[config.mk]
export PLATFORM = sky130hd
export DESIGN_NAME = cmd_mailbox
export DESIGN_NICKNAME = d
export VERILOG_FILES = /design/src/rtl/mbx_pkg.sv /design/src/rtl/mbx_lock.sv /design/src/rtl/mbx_regs.sv /design/src/rtl/mbx_irq.sv /design/src/rtl/cmd_mailbox.sv
export SDC_FILE = /design/constraint.sdc
export NUM_CORES = 1
export LEC_CHECK = 0
export CORE_ASPECT_RATIO = 1.25
export CORE_MARGIN = 2
export CORE_UTILIZATION = 43
export DETAILED_ROUTE_END_ITERATION = 6
export PLACE_DENSITY = 0.83
export SLEW_MARGIN = 10
export SYNTH_ARGS = -nofsm -noshare
export SYNTH_HDL_FRONTEND = slang
export SYNTH_SLANG_ARGS = --single-unit
export TNS_END_PERCENT = 30
[constraint.sdc]
create_clock -name clk_i -period 1.8 [get_ports clk_i]
set_input_delay 0.27 -clock clk_i [delete_from_list [all_inputs] [get_ports clk_i]]
set_output_delay 0.27 -clock clk_i [all_outputs]
set_load 0.02 [all_outputs]
[src/rtl/mbx_pkg.sv]
package mbx_pkg;
  localparam int ADDR_W      = 4;
  localparam int ADDR_CMD    = 0;
  localparam int ADDR_STATUS = 1;
  localparam int ADDR_LOCK   = 2;
  localparam int ADDR_ARG0   = 4;
  localparam int MAX_ARGS    = (1 << ADDR_W) - ADDR_ARG0;
endpackage

[src/rtl/mbx_lock.sv]
module mbx_lock #(
  parameter int ID_W = 5
) (
  input  logic            clk_i,
  input  logic            rst_ni,
  input  logic            acquire_i,
  input  logic            release_i,
  input  logic [ID_W-1:0] id_i,
  input  logic            busy_i,
  output logic            held_o,
  output logic [ID_W-1:0] owner_o
);
  logic            held_q;
  logic [ID_W-1:0] owner_q;
  logic            grant, free_ok;

  assign grant   = acquire_i && !held_q;
  assign free_ok = release_i && held_q && (id_i == owner_q) && !busy_i;

  always_ff @(posedge clk_i or negedge rst_ni) begin
    if (!rst_ni) begin
      held_q  <= 1'b0;
      owner_q <= '0;
    end else if (grant) begin
      held_q  <= 1'b1;
      owner_q <= id_i;
    end else if (free_ok) begin
      held_q  <= 1'b0;
    end
  end

  assign held_o  = held_q;
  assign owner_o = owner_q;
endmodule

[src/rtl/mbx_regs.sv]
module mbx_regs #(
  parameter int DATA_W   = 32,
  parameter int NUM_ARGS = 4,
  localparam int IDX_W   = $clog2(NUM_ARGS)
) (
  input  logic                       clk_i,
  input  logic                       rst_ni,
  input  logic                       cmd_we_i,
  input  logic [NUM_ARGS-1:0]        arg_we_i,
  input  logic [DATA_W-1:0]          bus_wdata_i,
  input  logic                       core_we_i,
  input  logic [IDX_W-1:0]           core_idx_i,
  input  logic [DATA_W-1:0]          core_wdata_i,
  output logic [DATA_W-1:0]          cmd_o,
  output logic [NUM_ARGS*DATA_W-1:0] args_o
);
  always_ff @(posedge clk_i or negedge rst_ni) begin
    if (!rst_ni)       cmd_o <= '0;
    else if (cmd_we_i) cmd_o <= bus_wdata_i;
  end

  for (genvar g = 0; g < NUM_ARGS; g++) begin : g_arg
    logic [DATA_W-1:0] arg_q;
    logic              core_hit;
    assign core_hit = core_we_i && (core_idx_i == IDX_W'(g));
    // core result writes win over the bus
    always_ff @(posedge clk_i or negedge rst_ni) begin
      if (!rst_ni)          arg_q <= '0;
      else if (core_hit)    arg_q <= core_wdata_i;
      else if (arg_we_i[g]) arg_q <= bus_wdata_i;
    end
    assign args_o[g*DATA_W +: DATA_W] = arg_q;
  end
endmodule

[src/rtl/mbx_irq.sv]
module mbx_irq #(
  parameter int NUM_REQ = 32
) (
  input  logic               clk_i,
  input  logic               rst_ni,
  input  logic               busy_i,
  input  logic [NUM_REQ-1:0] req_i,
  output logic [NUM_REQ-1:0] irq_o
);
  logic [NUM_REQ-1:0] last_q, irq_q;

  always_ff @(posedge clk_i or negedge rst_ni) begin
    if (!rst_ni) begin
      last_q <= '0;
      irq_q  <= '0;
    end else begin
      last_q <= req_i;
      irq_q  <= busy_i ? (req_i & ~last_q) : '0;
    end
  end

  assign irq_o = irq_q;
endmodule

[src/rtl/cmd_mailbox.sv]
module cmd_mailbox
  import mbx_pkg::*;
#(
  parameter int NUM_REQ  = 32,
  parameter int DATA_W   = 32,
  parameter int NUM_ARGS = 4,
  localparam int ID_W    = $clog2(NUM_REQ),
  localparam int IDX_W   = $clog2(NUM_ARGS)
) (
  input  logic                       clk_i,
  input  logic                       rst_ni,
  input  logic                       bus_valid_i,
  input  logic                       bus_write_i,
  input  logic [ADDR_W-1:0]          bus_addr_i,
  input  logic [ID_W-1:0]            bus_id_i,
  input  logic [DATA_W-1:0]          bus_wdata_i,
  output logic [DATA_W-1:0]          bus_rdata_o,
  output logic                       core_start_o,
  output logic [DATA_W-1:0]          core_cmd_o,
  output logic [NUM_ARGS*DATA_W-1:0] core_args_o,
  input  logic                       core_wr_i,
  input  logic [IDX_W-1:0]           core_wr_idx_i,
  input  logic [DATA_W-1:0]          core_wr_data_i,
  input  logic                       core_done_i,
  input  logic [NUM_REQ-1:0]         core_irq_i,
  output logic [NUM_REQ-1:0]         irq_o
);
  initial begin
    if (NUM_ARGS < 2 || NUM_ARGS > MAX_ARGS) $error("NUM_ARGS out of range");
  end

  logic              busy_q, start_q;
  logic              lock_held;
  logic [ID_W-1:0]   lock_owner;
  logic              rd_en, wr_en, wr_ok;
  logic              lock_rd, lock_wr, cmd_we;
  logic [NUM_ARGS-1:0] arg_we;

  assign rd_en   = bus_valid_i && !bus_write_i;
  assign wr_en   = bus_valid_i &&  bus_write_i;
  assign wr_ok   = wr_en && lock_held && (bus_id_i == lock_owner) && !busy_q;
  assign lock_rd = rd_en && (bus_addr_i == ADDR_W'(ADDR_LOCK));
  assign lock_wr = wr_en && (bus_addr_i == ADDR_W'(ADDR_LOCK));
  assign cmd_we  = wr_ok && (bus_addr_i == ADDR_W'(ADDR_CMD));

  for (genvar g = 0; g < NUM_ARGS; g++) begin : g_dec
    assign arg_we[g] = wr_ok && (bus_addr_i == ADDR_W'(ADDR_ARG0 + g));
  end

  mbx_lock #(.ID_W(ID_W)) u_lock (
    .clk_i     (clk_i),
    .rst_ni    (rst_ni),
    .acquire_i (lock_rd),
    .release_i (lock_wr),
    .id_i      (bus_id_i),
    .busy_i    (busy_q),
    .held_o    (lock_held),
    .owner_o   (lock_owner)
  );

  mbx_regs #(.DATA_W(DATA_W), .NUM_ARGS(NUM_ARGS)) u_regs (
    .clk_i        (clk_i),
    .rst_ni       (rst_ni),
    .cmd_we_i     (cmd_we),
    .arg_we_i     (arg_we),
    .bus_wdata_i  (bus_wdata_i),
    .core_we_i    (core_wr_i),
    .core_idx_i   (core_wr_idx_i),
    .core_wdata_i (core_wr_data_i),
    .cmd_o        (core_cmd_o),
    .args_o       (core_args_o)
  );

  mbx_irq #(.NUM_REQ(NUM_REQ)) u_irq (
    .clk_i  (clk_i),
    .rst_ni (rst_ni),
    .busy_i (busy_q),
    .req_i  (core_irq_i),
    .irq_o  (irq_o)
  );

  always_ff @(posedge clk_i or negedge rst_ni) begin
    if (!rst_ni) begin
      busy_q  <= 1'b0;
      start_q <= 1'b0;
    end else begin
      start_q <= cmd_we;
      if (cmd_we)           busy_q <= 1'b1;
      else if (core_done_i) busy_q <= 1'b0;
    end
  end

  assign core_start_o = start_q;

  always_comb begin
    bus_rdata_o = '0;
    if (bus_addr_i == ADDR_W'(ADDR_CMD))    bus_rdata_o = core_cmd_o;
    if (bus_addr_i == ADDR_W'(ADDR_STATUS)) bus_rdata_o = DATA_W'(busy_q);
    if (bus_addr_i == ADDR_W'(ADDR_LOCK))   bus_rdata_o = DATA_W'(!lock_held);
    for (int i = 0; i < NUM_ARGS; i++) begin
      if (bus_addr_i == ADDR_W'(ADDR_ARG0 + i))
        bus_rdata_o = core_args_o[i*DATA_W +: DATA_W];
    end
  end
endmodule

==> results.md, run 1 <==
- The top-level I/O count is about 340.
- Counting distinct cell types in the post-synthesis netlist gives 42.
- The layout has about 1.6k filler cells.
- Relative to the synthesized area, the layout overhead comes to 63.96%.
- The final cycle utilization of the critical path is 114.0%.
- The worst-case IR drop observed on VDD is ~0.00085 V.
- STA classifies the critical path startpoint as a primary input.
- The share of synthesized flip-flops with an asynchronous set or reset is 100.0%.
- The number of endpoints with negative hold slack in the final report is 0.
- Timing would allow up to about 500 MHz.
- In this run the worst setup path begins at bus_addr_i[0].
- Of the synthesized area, sequential elements account for a little over half.
- The register bit count reported by yosys is 232.
- In the final layout, flip-flops and latches occupy approximately 0.0058 mm2.
- Of the cells placed in the final design, the portion with a size suffix greater than 1 is approximately 45%.
- In this run the vertical extent of the chip is between 150 and 200 um.
- The clock insertion delay at the later pin of the skew report is approximately 0.5 ns.
- Along the worst path, the maximum fanout reaches 5.
- The number of synthesis warnings is 0.
- The initial utilization of the core area, before any placement, comes to between 40% and 50%.
- The final route contains 9070 vias.
- The number of slew-limit violations in the final report is 0.
- The buffer levels on the longest clock path is 3.
- After synthesis, the most frequently instantiated cells are 291 x mux2_2, 232 x dfrtp_1, 43 x a21oi_1, 34 x nor2_1, 32 x nor3b_1.
- The core region area is about 0.025 mm2.
- The final cell count without fillers is between 1.5k and 2k.
- The detailed-router iteration count before antenna repair is 7.
- The CTS tree is yes.
- The startpoint identified for the worst register-to-register timing path is busy_q.
- Yosys mapped a number of flops with a built-in enable equal to 0.
- Once layout is done, the placed cells without fillers occupy 0.01777 mm2.
- The total of max-cap violations is 0.
- The run finished, with violations left.
- The pin count of the biggest net entering global routing is 61.
- The fraction of post-synthesis cell area in the top cell type by area is between 50% and 60%.
- For the worst setup path, the data required time is 1.53 ns.
- The die covers approximately 0.026 mm2.
- In this run the remaining antenna-violating nets after routing total 0.
- The worst path in the final design needs a cycle of 2.052 ns, including I/O delays and setup.
- The depth of the worst register-to-register path is 8.
- The wire length of the first global-routing pass is around 61000 um.
- For the pin with the worst max-slew slack, the measured transition is 0.5456 ns.
- The post-route setup TNS is -27.25 ns.
- The power density over the cells is 900.0 mW/mm2.
- The number of nets in the synthesized netlist is just over 900.
- The via-per-instance ratio is 5.630.
- The chip width is 146.0 um.
- Setup violations remaining at the end of the flow were counted as approximately 190.
- For this run, design rule violations remaining after detail routing come to 0.
- Yosys attributes the largest share of cell area to dfrtp_1 54%, mux2_2 30%, nor3b_1 2.2%, a21oi_1 2.0%, a222oi_1 1.6%.
- CTS built an H-tree with a depth of 1.
- The last weighted congestion value of the routability-driven placer is 0.8411.
- The number of CTS-inserted buffers is 23.
- The per-cell routed wire length is roughly 25 um.
- Summed over all instances, the cell type with the most area after synthesis is dfrtp_1.
- The final worst-path setup slack is -0.2518 ns.
- On the final layout, the worst clock skew is ~0.015 ns.
- The class of the most critical setup path is primary input to output pin.
- The number of global-route vias before repair is ~9.8k.
- At the end of the flow, the number of nets in the layout was 1380.
- The placed cell area is roughly 0.016 mm2.
- The cell depth of the worst hold path is 4.
- The worst register-to-register path ends at u_regs.g_arg[1].arg_q[14].
- Counting every sink on the clock net gives roughly 230.
- The final layout contains routed wiring with a total length of between 40000 and 50000 um.
- Detailed placement finished with a half-perimeter wire length of ~26000 um.
- Clock-pin slew was measured on the worst setup and hold paths at 0.06 ns.
- The total leakage power is 8.641 nW.
- For this run, the leading register cell type out of synthesis is dfrtp_1.
- The minimum setup slack among reg-to-reg paths is -0.24 ns.
- Summing every instance area after synthesis gives approximately 0.011 mm2.
- The count of input and output buffers is 337.
- The initial antenna violation count is 1.
- By instance count, the leading cell after synthesis is mux2_2.
- In the global route stage, overall resource usage came out at slightly below 30%.
- The worst min-delay path class is primary input to flop.
- The cell count after synthesis came out at between 700 and 800.
- Setup repair after global routing could not meet its margin everywhere.
- The worst-case headroom to the max-slew limit is a little under two thirds.
- The detailed router finished its first iteration with slightly above 600 violations.
- The fraction of the core area covered by cells at the end of the flow is roughly 72%.
- The global-route congestion overflow total is 0.
- The checks that failed: negative setup slack.
- In this run the clock root is driven by a clkbuf_16.
- The mean instance size in the synthesized netlist is between 10 and 15 um2.
- The worst path arrival time is 1.78 ns.
- The startpoint of the most critical hold path is bus_addr_i[0].
- The worst-case setup slack after placement is -1.101 ns.
- The floorplan has 64 rows.
- After detailed placement, the design holds a cell count of around 1.5k.
- The end point of the worst hold path is u_lock.held_o.
- STA classifies the critical path endpoint as an output pin.
- Summing all multi-input logic gate instances after layout gives around 0.0054 mm2.
==> per-stage QoR <==
stage,hold slack (ns),power [mW]
2_1_floorplan,-0.02559,8.362
3_3_place_gp,0.2502,10.89
3_5_place_dp,0.2552,11.00
4_1_cts,0.1239,15.86
5_1_grt,0.1618,16.54
6_report,0.1473,15.99
==> state kept, by name (all words and copies together), names as in the netlist <==
register,flops
u_regs.g_arg.arg_q,128
u_irq.irq_o,32
u_irq.last_q,32
u_regs.cmd_o,32
u_lock.owner_o,5
busy_q,1
core_start_o,1
u_lock.held_o,1
==> critical path: stages <==
cell and delay, ns:
buf_8 0.10, buf_6 0.12, nor4b_4 0.32, buf_6 0.18, buf_8 0.13, buf_4 0.12
a222oi_1 0.08, a21oi_1 0.17, a21o_1 0.15, buf_6 0.13
==> worst max-delay path by stage <==
| stage | end | slack, ns | cells past startpoint |
|---|---|---|---|
| 6_report | bus_rdata_o[8] | -0.25 | 10 |
| 5_1_grt | bus_rdata_o[8] | -0.32 | 10 |
| 2_1_floorplan | u_regs.g_arg[3].arg_q[10] | -0.07 | 5 |
| 3_3_place_gp | bus_rdata_o[20] | -1.02 | 9 |
| 3_5_place_dp | bus_rdata_o[11] | -1.10 | 8 |
| 4_1_cts | bus_rdata_o[4] | -0.22 | 4 |
==> what timing repair did <==
item	in CTS	in global routing
setup endpoints to repair	291	234
setup buffers	28	9
endpoints found under the hold margin	49	0
pin swaps	45	30
gates cloned	11	3
gates resized for setup	478	110
hold buffers	1	0
==> power by group <==
part | switching (mW) | internal (mW)
clock | 2.06 | 2.72
combinational | 2.19 | 2.51
sequential | 0.614 | 5.89
total | 4.86 | 11.1
==> cell type report <==
type	count	area share (%)
clock inverters	8	0.5846
multi-input cells	505	30.30
inverters	3	0.06338
clock buffers	30	3.500
diodes	1	0.01409
flip-flops and latches	232	32.68
repair buffers	502	30.53
well taps	330	2.324
==> routing by layer <==
layer  global-route usage (%)  wire [um]  part of all wire [%]
met4                    11.61       1447                   3.5
met5                        0          0                     0
met3                    6.281       3231                   7.9
met1                    34.97      15150                    37
met2                    53.13      21040                    51
==> layout by cell type (no fill, tap or decap), drive strengths merged, types with 2 or more instances in the layout <==
master,Yosys,final
a21o,16,16
nand3b,2,2
clkinv,0,4
a221o,13,13
and2b,2,2
a22oi,3,3
dlygate4sd2,0,118
nor4b,2,2
bufinv,0,2
clkdlybuf4s50,0,140
o21ai,15,15
inv,3,4
xnor2,5,5
o31ai,3,3
a21oi,43,43
nand3,5,5
nand2,4,4
mux2,293,293
dlymetal6s2s,0,42
nor3b,33,33
dfrtp,232,232
clkbuf,30,32
a222oi,17,17
buf,23,199
nor2,34,34
==> cell families after synthesis <==
family	count (synthesis)	share of synthesized area [%]
AO/OA/AOI/OAI	115	7.748
AND/OR/NAND/NOR	91	5.242
multiplexers	294	30.54
XOR/XNOR	5	0.4041
buffers and inverters	56	2.483
flip-flops	232	53.58
No activity file was read; power rests on OpenSTA's default activity.
==> run 2, diff against run 1 <==
SKIP_LAST_GASP = 1   (was default)
==> run 2 against run 1 <==
The run still ends with negative setup slack left; clock skew grew 0.0010 ns; first-iteration DRC count shrank 10%; combinational power grew 4%; sequential power is essentially flat; clock power is essentially flat; design area shrank 0.75%; critical endpoint is now bus_rdata_o[4]; flip-flop and latch count is the same.
==> results.md, run 2 (synthesis results as in run 1) <==
- The number of setup violations in the final report is 290.
- Leaving out fill and tap cells, the most frequent cell in the layout is clkdlybuf4s50_1.
- Using the TritonRoute via totals, the vias-per-cell ratio works out to approximately 5.7.
- Across the VDD grid, the largest voltage drop is about 0.00085 V.
- The last weighted congestion value of the routability-driven placer is 0.8411.
- The region available for standard cell placement spans about 0.025 mm2.
- The total DRC errors in the routed layout is 0.
- Among all stages on the critical path, the largest delay is contributed by dfrtp_1.
- The longest clock path from root to sink contains 3 buffers.
- Across the run, the number of max-cap violations was 0.
- More flip-flops sit in one register than any other, and that register is u_regs.g_arg.arg_q.
- The final worst-path setup slack is -0.2136 ns.
- STA classifies the critical path endpoint as an output pin.
- The number of slew-limit violations in the final report is 0.
- The clock slew at the register clock pins of the worst setup and hold paths is 0.06 ns.
- The placed instances occupy a cell area of between 0.015 and 0.02 mm2.
- The global-route congestion overflow total is 0.
- The fraction of the core area covered by cells at the end of the flow is 71.49%.
- The min-delay analysis places its worst path in the category primary input to flop.
- The switching power is a little under 5 mW.
- Along the worst path, the maximum fanout reaches 2.
- The wire length of the first global-routing pass is ~60000 um.
- For this block, the via count after detailed routing is between 9k and 10k.
- Data arrives at the worst endpoint at about 1.7 ns.
- The aggregate global-route resource usage is between 20% and 30%.
- The stage delay of the slowest cell on the critical path is 0.40 ns.
- The total placed cells including tap cells is 1531.
- The number of CTS-inserted buffers is 23.
- Once the floorplan was initialized, standard cells occupied 43.93% of the core.
- The TritonCTS sink count is roughly 230.
- The critical path data required time is 1.53 ns.
- The initial antenna violation count is 1.
- In this run the static leakage power is a little under 8 nW.
- The number of buffers and inverters on the critical path is 1.
- The number of endpoints with negative hold slack in the final report is 0.
- The clock network burns between 20% and 30% of the power.
- The top cell types in the final layout, fill and taps aside, are 300 x clkdlybuf4s50_1, 232 x dfrtp_1, 217 x mux2_2.
- The die outline area is around 0.026 mm2.
- The area of all placed cells without fillers is 0.01763 mm2.
- The final layout contains approximately 1.4k nets.
- The worst-case setup slack after placement is -1.101 ns.
- The signal on the critical path passes through a222oi_1 > a21oi_1 > a21o_1 > buf_6.
- The internal portion of the total power is about 11 mW.
- The detailed placer's ending HPWL is between 20000 and 30000 um.
- The floorplan has 64 rows.
- In this run the power density over the cells is just over 900 mW/mm2.
- The checks that failed: negative setup slack.
- The H-tree depth reported by CTS is 1.
- The family of cells with the greatest summed delay on the critical path is compound AO/OA/AOI/OAI gates.
- The class of the most critical setup path is flop to output pin.
- The first detailed-routing pass took 7 iterations.
- The die is 181.5 um tall.
- Based on the critical path, the design can be clocked at up to between 400 and 500 MHz.
- The count of input and output buffers is roughly 340.
- Setup repair after global routing could not meet its margin everywhere.
- The violation count after the first detailed-routing iteration is ~550.
- The CTS tree is yes.
- Across the routed clock network, the largest skew measured is 0.01618 ns.
- The worst-case headroom to the max-slew limit is between 60% and 70%.
- The cell sitting at the root of the clock tree is a clkbuf_16.
- Of the total power, combinational logic draws 30.2%.
- The share of layout cells above drive strength 1 is 44.91%.
- The count of nets left with antenna violations once routing finished came out at 0.
- At the pin with the least slew margin, the transition time is 0.5517 ns.
- The final cell count without fillers is 1609.
- The flow ran to the end, but the final reports show violations.
- The area growth from synthesis to layout is 62.73%.
- In the final timing run, aggregate negative setup slack is -27.83 ns.
- The time the final worst path needs with I/O delays and setup is just over 2 ns.
- The top-level I/O count is between 300 and 400.
- The launching element type of the critical path is a flop.
- Net switching is approximately 30% of the power.
- The total routed wirelength is 40590 um.
- Entering global routing, the biggest net connects 61 pins.
- The final cycle utilization of the critical path is 111.9%.
- The number of global-route vias before repair is 9818.
- The clock insertion delay at the later pin of the skew report is 0.52 ns.
- Sequential cells burn roughly 40% of the power.
- The register with the most flip-flops in the layout has roughly 130 of them.
- The per-cell routed wire length is approximately 25 um.
- The chip width is 146.0 um.
## run 2: cell types whose count changed in the layout (fill, tap and decap cells not counted), moves of 6 or more
cell and delta:
buf_4 +6, clkdlybuf4s50_1 +160, mux2_2 +41, dlymetal6s2s_1 -42
dlygate4sd2_1 -118, buf_6 -8, mux2_4 -42
## run 2: area by class of cell
cell class	count	area, um2
Fill cell	1647	7032
Sequential cell	232	5806
Timing Repair Buffer	500	5426
Multi-Input combinational cell	505	5248
Clock buffer	30	621.8
Tap cell	330	412.9
Clock inverter	8	103.9
Inverter	3	11.26
Antenna cell	1	2.502
## run 2: power by group through the flow
stage / clock, mW / combinational (mW) / sequential, mW
6_report: 4.79 / 4.90 / 6.51
5_1_grt: 5.03 / 5.12 / 6.59
4_1_cts: 4.82 / 4.75 / 6.48
3_5_place_dp: 0 / 4.45 / 6.55
3_3_place_gp: 0 / 4.37 / 6.52
2_1_floorplan: 0 / 1.20 / 7.16
## run 2: metrics by stage
| step | hold slack [ns] | total power, mW |
|---|---|---|
| 2_1_floorplan | -0.02559 | 8.362 |
| 3_3_place_gp | 0.2502 | 10.89 |
| 3_5_place_dp | 0.2552 | 11.00 |
| 4_1_cts | 0.1493 | 16.05 |
| 5_1_grt | 0.1378 | 16.74 |
| 6_report | 0.1275 | 16.20 |
## run 2: timing repair
item / in CTS / in global routing
cloned: 11 / 5
pin swaps: 43 / 34
gates resized for setup: 300 / 76
endpoints found under the setup margin: 291 / 349
endpoints found under the hold margin: 49 / 0
buffers inserted: 28 / 8
hold buffers: 1 / 0
## run 2: final timing paths
check / startpoint / end / slack (ns) / cells after the start
max: u_regs.cmd_o[4] / bus_rdata_o[4] / -0.21 / 4
min: bus_addr_i[0] / u_lock.held_o / 0.13 / 4
max reg2reg: busy_q / u_regs.g_arg[3].arg_q[31] / -0.20 / 7
min reg2reg: u_irq.last_q[10] / u_irq.irq_o[10] / 0.39 / 1
max in group asynchronous: rst_ni / u_regs.cmd_o[3] / 0.86 / 3
min in group asynchronous: rst_ni / u_regs.cmd_o[7] / 0.30 / 2
## run 2: worst register-to-register path, stage by stage (launching register included)
cell     delay, ns
dfrtp_1       0.38
and4b_1       0.27
nand4_1       0.12
buf_6         0.17
o31ai_4       0.30
buf_6         0.18
buf_12        0.14
mux2_4        0.31
## run 2: layer usage
layer  part of all wire, %  track usage, %  vias to the layer above
li1                      -               -                     3903
met1                    37           34.25                     4599
met2                    50           50.81                      482
met3                   8.1           6.508                      120
met4                   4.8           14.52                        0
met5                     0               0                        -
==> run 3, diff against run 2 <==
GPL_ROUTABILITY_DRIVEN = 0   (was default)
==> results of run 3 <==
The final DEF is identical to that of run 2; final timing and power are the same.
